==> config.mk <==
export PLATFORM = sky130hd
export DESIGN_NAME = sb_bridge_16to32
export DESIGN_NICKNAME = d
export VERILOG_FILES = /design/src/rtl/sbb_pkg.sv /design/src/rtl/sbb_decode.sv /design/src/rtl/sbb_ack.sv /design/src/rtl/sbb_assemble.sv /design/src/rtl/sb_bridge_16to32.sv
export SDC_FILE = /design/constraint.sdc
export NUM_CORES = 1
export LEC_CHECK = 0
export CAP_MARGIN = 15
export CORE_MARGIN = 2
export CORE_UTILIZATION = 41
export DETAILED_ROUTE_END_ITERATION = 8
export HOLD_SLACK_MARGIN = 0.08
export PLACE_DENSITY_LB_ADDON = 0.3
export SLEW_MARGIN = 10
export SYNTH_ARGS = -nofsm -noshare
export SYNTH_HDL_FRONTEND = slang
export SYNTH_SLANG_ARGS = --single-unit
==> constraint.sdc <==
create_clock -name clk -period 1.53 [get_ports clk]
set_input_delay 0.306 -clock clk [delete_from_list [all_inputs] [get_ports clk]]
set_output_delay 0.306 -clock clk [all_outputs]
set_load 0.01 [all_outputs]
==> src/rtl/sbb_pkg.sv <==
package sbb_pkg;
    localparam int SR_COUNT  = 64;
    localparam int IDX_W     = $clog2(SR_COUNT);
    localparam int SR_ADDR_W = 8;
    localparam int HALF_W    = 16;
    localparam int WORD_W    = 2 * HALF_W;

    typedef struct packed {
        logic             hit;
        logic             upper;
        logic [IDX_W-1:0] idx;
    } sbb_dec_t;

    typedef struct packed {
        logic [SR_ADDR_W-1:0] addr;
        logic [WORD_W-1:0]    data;
    } sbb_word_t;

    function automatic logic [SR_ADDR_W-1:0] idx_to_addr(input logic [IDX_W-1:0] i);
        return {{(SR_ADDR_W-IDX_W){1'b0}}, i};
    endfunction
endpackage

==> src/rtl/sbb_decode.sv <==
module sbb_decode
    import sbb_pkg::*;
#(
    parameter int                BUS_AW  = 11,
    parameter logic [BUS_AW-9:0] WIN_SEL = 3'b100
) (
    input  logic [BUS_AW-1:0] addr,
    output sbb_dec_t          dec
);
    always_comb begin
        dec.hit   = (addr[BUS_AW-1:8] == WIN_SEL) && !addr[0];
        dec.upper = addr[1];
        dec.idx   = addr[IDX_W+1:2];
    end
endmodule

==> src/rtl/sbb_ack.sv <==
module sbb_ack (
    input  logic clk,
    input  logic rst,
    input  logic req,
    output logic ack,
    output logic accept
);
    logic ack_q;

    assign accept = req && !ack_q;
    assign ack    = ack_q;

    always_ff @(posedge clk) begin
        if (rst) ack_q <= 1'b0;
        else     ack_q <= accept;
    end

    a_r9_ack_follows: assert property (@(posedge clk) disable iff (rst)
        (req && !ack) |=> ack);
    a_r9_no_spurious: assert property (@(posedge clk) disable iff (rst)
        ack |-> $past(req));
endmodule

==> src/rtl/sbb_assemble.sv <==
module sbb_assemble
    import sbb_pkg::*;
(
    input  logic              clk,
    input  logic              rst,
    input  logic              accept,
    input  logic              we,
    input  sbb_dec_t          dec,
    input  logic [HALF_W-1:0] wdata,
    output logic              stb,
    output sbb_word_t         word
);
    logic [HALF_W-1:0] stage_q;
    logic              wr_hit;

    assign wr_hit = accept && we && dec.hit;

    always_ff @(posedge clk) begin
        if (rst) begin
            stage_q <= '0;
            stb     <= 1'b0;
            word    <= '0;
        end else begin
            stb <= 1'b0;
            if (wr_hit) begin
                if (!dec.upper) begin
                    stage_q <= wdata;
                end else begin
                    stb       <= 1'b1;
                    word.addr <= idx_to_addr(dec.idx);
                    word.data <= {wdata, stage_q};
                end
            end
        end
    end

    // strobe is a single-cycle pulse, outputs hold between strobes
    a_r8_single_pulse: assert property (@(posedge clk) disable iff (rst)
        stb |=> !stb);
    a_r8_hold: assert property (@(posedge clk) disable iff (rst)
        !stb |-> $stable(word));
    // a lower-half write never strobes
    a_r2_low_quiet: assert property (@(posedge clk) disable iff (rst)
        (wr_hit && !dec.upper) |=> !stb);
endmodule

==> src/rtl/sb_bridge_16to32.sv <==
module sb_bridge_16to32
    import sbb_pkg::*;
#(
    parameter int                BUS_AW  = 11,
    parameter logic [BUS_AW-9:0] WIN_SEL = 3'b100
) (
    input  logic                 clk,
    input  logic                 rst,
    input  logic                 bus_cyc,
    input  logic                 bus_stb,
    input  logic                 bus_we,
    input  logic [BUS_AW-1:0]    bus_addr,
    input  logic [HALF_W-1:0]    bus_wdata,
    output logic                 bus_ack,
    output logic [HALF_W-1:0]    bus_rdata,
    output logic                 sr_stb,
    output logic [SR_ADDR_W-1:0] sr_addr,
    output logic [WORD_W-1:0]    sr_data
);
    sbb_dec_t  dec;
    sbb_word_t word;
    logic      req;
    logic      accept;

    assign req       = bus_cyc && bus_stb;
    assign bus_rdata = '0;

    sbb_decode #(.BUS_AW(BUS_AW), .WIN_SEL(WIN_SEL)) u_dec (
        .addr (bus_addr),
        .dec  (dec)
    );

    sbb_ack u_ack (
        .clk    (clk),
        .rst    (rst),
        .req    (req),
        .ack    (bus_ack),
        .accept (accept)
    );

    sbb_assemble u_asm (
        .clk    (clk),
        .rst    (rst),
        .accept (accept),
        .we     (bus_we),
        .dec    (dec),
        .wdata  (bus_wdata),
        .stb    (sr_stb),
        .word   (word)
    );

    assign sr_addr = word.addr;
    assign sr_data = word.data;

    // a strobe only appears alongside the acknowledge of its access
    a_r3_stb_with_ack: assert property (@(posedge clk) disable iff (rst)
        sr_stb |-> bus_ack);
    // accesses outside the window never strobe
    a_r6_outside_quiet: assert property (@(posedge clk) disable iff (rst)
        (accept && !dec.hit) |=> !sr_stb);
    // reads never strobe
    a_r7_read_quiet: assert property (@(posedge clk) disable iff (rst)
        (accept && !bus_we) |=> !sr_stb);
endmodule

* Word-level counts from Yosys, hierarchy flattened
Index checks and enable logic that the tools add are counted.
Widths: inputs -> output; s select.
** Word-level totals
- Input bits :: 32
- Register bits :: 56
- Logic and storage cells :: 19
** Operators by class
- Mux-type cells :: 1
- Equal/unequal tests :: 1
- Bitwise gates (word level) :: 2
- Reduce and logical (&&, ||, !) cells :: 10
** Operators with widths (count)
- $logic_and 1x1->1 :: 5
- $reduce_and 2->1 :: 2
- $eq 3x3->1 const B :: 1
- $logic_not 1->1 :: 2
- $not 1->1 :: 2
- $reduce_or 2->1 :: 1
- $mux 1 :: 1

* Depth between registers and ports, before layout
- Depth after elaboration :: 6
- Gate-level depth with buffers :: 5
- Gate-level depth less buffers :: 3

* Modules after synthesis
Synthesis repeated with hierarchy kept, for this count alone.
** Unflattened totals
- Cell total of the unflattened synthesis :: 236
- Area total of the unflattened synthesis :: 2539.9 sq um
** By module, submodules not included
- sbb_assemble :: area each 2303.5 sq um, cells each 207, times used 1, sequential area each 1101.1 sq um
- sb_bridge_16to32 :: area each 130.1 sq um, cells each 18, times used 1, sequential area each 0.0 sq um
- sbb_decode :: area each 67.6 sq um, cells each 8, times used 1, sequential area each 0.0 sq um
- sbb_ack :: area each 38.8 sq um, cells each 3, times used 1, sequential area each 20.0 sq um

* Worst setup path after synthesis
Ideal clock, no wire load.
- Path kind :: input to register
- Start :: input port bus_addr[0]
- End :: register u_asm.word[37] (netlist name)
- Arrival time :: 1.416 ns
- Stages :: 5
- Library setup time :: 0.132 ns
- Data required time :: 1.398 ns
- Path buffers :: 2
- Setup slack :: -0.019 ns
- Path through :: or4b_1 > buf_6 > buf_6 > o31ai_1 > a21oi_1
** On the way
- Cells in the longest elaborated chain, start to end :: 4
** RTL lines
- from (decl) :: line sb_bridge_16to32.sv:12 : input logic [BUS_AW-1:0] bus_addr,
- $logic_not 1->1 :: line sbb_decode.sv:11 : dec.hit = (addr[BUS_AW-1:8] == WIN_SEL) && !addr[0];
- $logic_and 1x1->1 :: line sbb_decode.sv:11
- $logic_and 1x1->1 :: line sbb_assemble.sv:16 : assign wr_hit = accept && we && dec.hit;
- $reduce_and 2->1 (no source line)
No other way between the ends.
A chain may end at the register's enable or synchronous reset.

* Worst setup path after layout
- Start :: input port bus_addr[0]
- End :: register u_asm.word[30] (netlist name)
** On the way
- Cells in the longest elaborated chain, start to end :: 4
** RTL lines (line)
- $logic_not 1->1 :: sbb_decode.sv:11
- $logic_and 1x1->1 :: sbb_decode.sv:11
- $logic_and 1x1->1 :: sbb_assemble.sv:16
- $reduce_and 2->1 (no source line)
No other way between the ends.

==> flow_metrics.env <==
export IMPL_status="finished, final reports clean"
export IMPL_ant_nets=0
export IMPL_synthTopCellsByArea="dfxtp_1 43%, nand4_1 13%, o31ai_1 13%, a21oi_1 10%, buf_4 5.2%"
export IMPL_grt_pass1_wl_um=11610
export IMPL_drive_above_1_share_pct=16.72
export IMPL_num_antenna_cells=0
export IMPL_synth_edf_count=0
export IMPL_p_int_mw=1.912
export IMPL_htreeDepth=2
export IMPL_cts_tree="built"
export IMPL_grt_total_usage_pct=19.79
export IMPL_area_delta_synth_final_pct=39.89
export IMPL_synth_cells=285
export IMPL_synth_cell_type_count=19
export IMPL_rows=28
export IMPL_comb_power_share_pct=12.5
export IMPL_arrival_ps=1720
export IMPL_worstPathRequired_ps=1730
export IMPL_drc=0
export IMPL_drv_cap=0
export IMPL_routed_top_layer="met4"
export IMPL_clockRootBuffer="clkbuf_8"
export IMPL_grt_overflow=0
export IMPL_syn_cell_area_um2=2587
export IMPL_num_io_pins=90
export IMPL_synth_ff_type="dfxtp_1"
export IMPL_hold_viol=0
export IMPL_core_um2=6026
export IMPL_yosys_warnings=0
export IMPL_yosysMostFrequentCell="dfxtp_1"
export IMPL_synth_yosys_seq_area_share_pct=43.33
export IMPL_yosys_area_top_type="dfxtp_1"
export IMPL_drv_slew=0
export IMPL_grt_start_max_net_pins=56
export IMPL_route_met3_wl_um=519
export IMPL_pre_cts_slack_ps=-476.0
export IMPL_drt_total_wl_um=7267
export IMPL_cp_max_fo=14
export IMPL_reg2regPathDepth=4
export IMPL_port_buffers=71
export IMPL_finalNonFillerCells=416
export IMPL_wl_met2_um=3356
export IMPL_start_util_pct=42.94
export IMPL_die_w_um=83.44
export IMPL_dp_hpwl_um=4428
export IMPL_postLayoutSetupSlackWorst_ps=4.540
export IMPL_fin_util_pct=60.07
export IMPL_first_global_vias=2243
export IMPL_syn_area_per_cell_um2=9.079
export IMPL_dr_first_iter_drc_count=250
export IMPL_crit_type="in2reg"
export IMPL_placed_cells=407
export IMPL_antenna_found_initial=0
export IMPL_clock_sinks=56
export IMPL_clock_latency_ps=310
export IMPL_synth_seq_cells=56
export IMPL_synthArstFlopShare_pct=0
export IMPL_fin_tns_setup_ps=0
export IMPL_dieHeight_um=83.44
export IMPL_p_seq_share_pct=56.0
export IMPL_clock_fmax_mhz=655.5
export IMPL_drt_vias_per_instance=6.084
export IMPL_rsz0062_at_grt="true"
export IMPL_clock_path_buffers=2
export IMPL_start_kind="primary input"
export IMPL_wirelength_met1_um=3285
export IMPL_clk_pin_slew_ps=100
export IMPL_fin_crit_ps=1525
export IMPL_worstSetupEndpointType="flip-flop"
export IMPL_wl_per_cell_um=17.47
export IMPL_swShare_pct=26.73
export IMPL_p_clk_share_pct=31.4
export IMPL_drtPass1Iterations=5
export IMPL_vias=2531
export IMPL_gp_congestion=0.7398
export IMPL_synth_common_cells="56 x dfxtp_1, 54 x a21oi_1, 54 x nand4_1"
export IMPL_synth_top_area_share_pct=43.33
export IMPL_die_area_um2=6962
export IMPL_power_density_nw_per_um2=720.7
export IMPL_fillers=518
export IMPL_min_path_cells=2
export IMPL_worstHoldPathType="in2reg"
export IMPL_fin_worst_skew_ps=8.661
export IMPL_numCtsBuffers=5
export IMPL_switchingPower_uw=697.2
export IMPL_finalNetCount=372
export IMPL_p_leak_nw=1.615
export IMPL_finalSetupViolCount=0
export IMPL_irDropWorstVdd_mv=0.4448
export IMPL_finalCritPeriodShare_pct=99.70
-- state kept, by name, summed over array words and instances (netlist names) --
signal	count
u_ack.ack	1
u_asm.word	38
u_asm.stage_q	16
u_asm.stb	1
-- per-layer routing --
layer  up-vias  global-route usage (%)
met5         -                       0
met1      1220                   30.10
met2       118                   28.96
met3        14                   3.678
li1       1179                       -
met4         0                   4.399
-- power by group through the flow --
stage               clock [mW]  sequential (mW)  combinational [mW]
floorplan                    0             1.50               0.181
finish                   0.820             1.46               0.327
detailed placement           0             1.50               0.310
CTS                      0.827             1.46               0.309
global placement             0             1.50               0.312
global route             0.894             1.46               0.349
-- cell families (layout without fill, tap and decap cells) --
kind of cell,Yosys count,after routing,share of synthesized area [%]
DFF,56,56,43.33
buffers and inverters,59,98,13.01
other,1,18,0.1449
AOI/OAI and AO/OA,108,108,27.85
and+or+nand+nor,61,61,15.67
-- stage by stage --
step / power [mW] / hold WS (ps) / area (um2)
after global routing: 2.706 / 305.4 / 3620
after detailed placement: 1.806 / 453.8 / 3358
after floorplan: 1.678 / 424.3 / 2659
after CTS: 2.598 / 273.6 / 3460
final: 2.609 / 277.5 / 3620
after global placement: 1.807 / 443.1 / 3358
-- final timing paths --
kind | startpoint | endpoint | slack, ps
min reg2reg | u_ack.ack | u_ack.ack | 450
max | bus_addr[0] | u_asm.word[30] | 5
max reg2reg | u_ack.ack | u_asm.word[23] | 260
min | rst | u_asm.word[26] | 280
-- critical path, cell delays in order --
cell           delay, ps
dlygate4sd2_1        240
or4b_4               620
clkbuf_16            220
o31ai_1              240
a21oi_1               90
-- layout by cell type, fill, tap and decap left out --
| cell | count |
|---|---|
| buf_4 | 7 |
| o31ai_4 | 1 |
| a21oi_1 | 54 |
| conb_1 | 18 |
| or4b_4 | 1 |
| dfxtp_1 | 56 |
| nor4_1 | 1 |
| o31ai_1 | 29 |
| nand2_1 | 1 |
| clkinv_4 | 1 |
| clkbuf_8 | 5 |
| buf_6 | 1 |
| nor3_1 | 1 |
| nand4b_1 | 1 |
| clkbuf_16 | 1 |
| clkdlybuf4s50_1 | 32 |
| and4b_2 | 1 |
| clkinvlp_4 | 2 |
| buf_2 | 2 |
| dlygate4sd2_1 | 11 |
| inv_2 | 1 |
| o31ai_2 | 24 |
| dlymetal6s2s_1 | 26 |
| nand4_1 | 54 |
| nor4b_4 | 1 |
| buf_12 | 9 |
-- layout make-up --
cell class                      instances  area [um2]  area share (%)
Multi-Input combinational cell        187        1287           35.57
Sequential cell                        56        1121           30.97
Timing Repair Buffer                   89        1021           28.21
Tap cell                               75       93.84           2.592
Clock buffer                            5       68.82           1.901
Clock inverter                          3       23.77          0.6568
Inverter                                1       3.754          0.1037
-- timing repair --
action,4_1_cts,5_1_grt
setup endpoints to repair,60,35
gates cloned,0,1
gates resized for setup,15,40
setup buffers,0,0
hold buffers,0,0
pin swaps,1,1
Note: power is estimated with default switching activity, not from simulation.
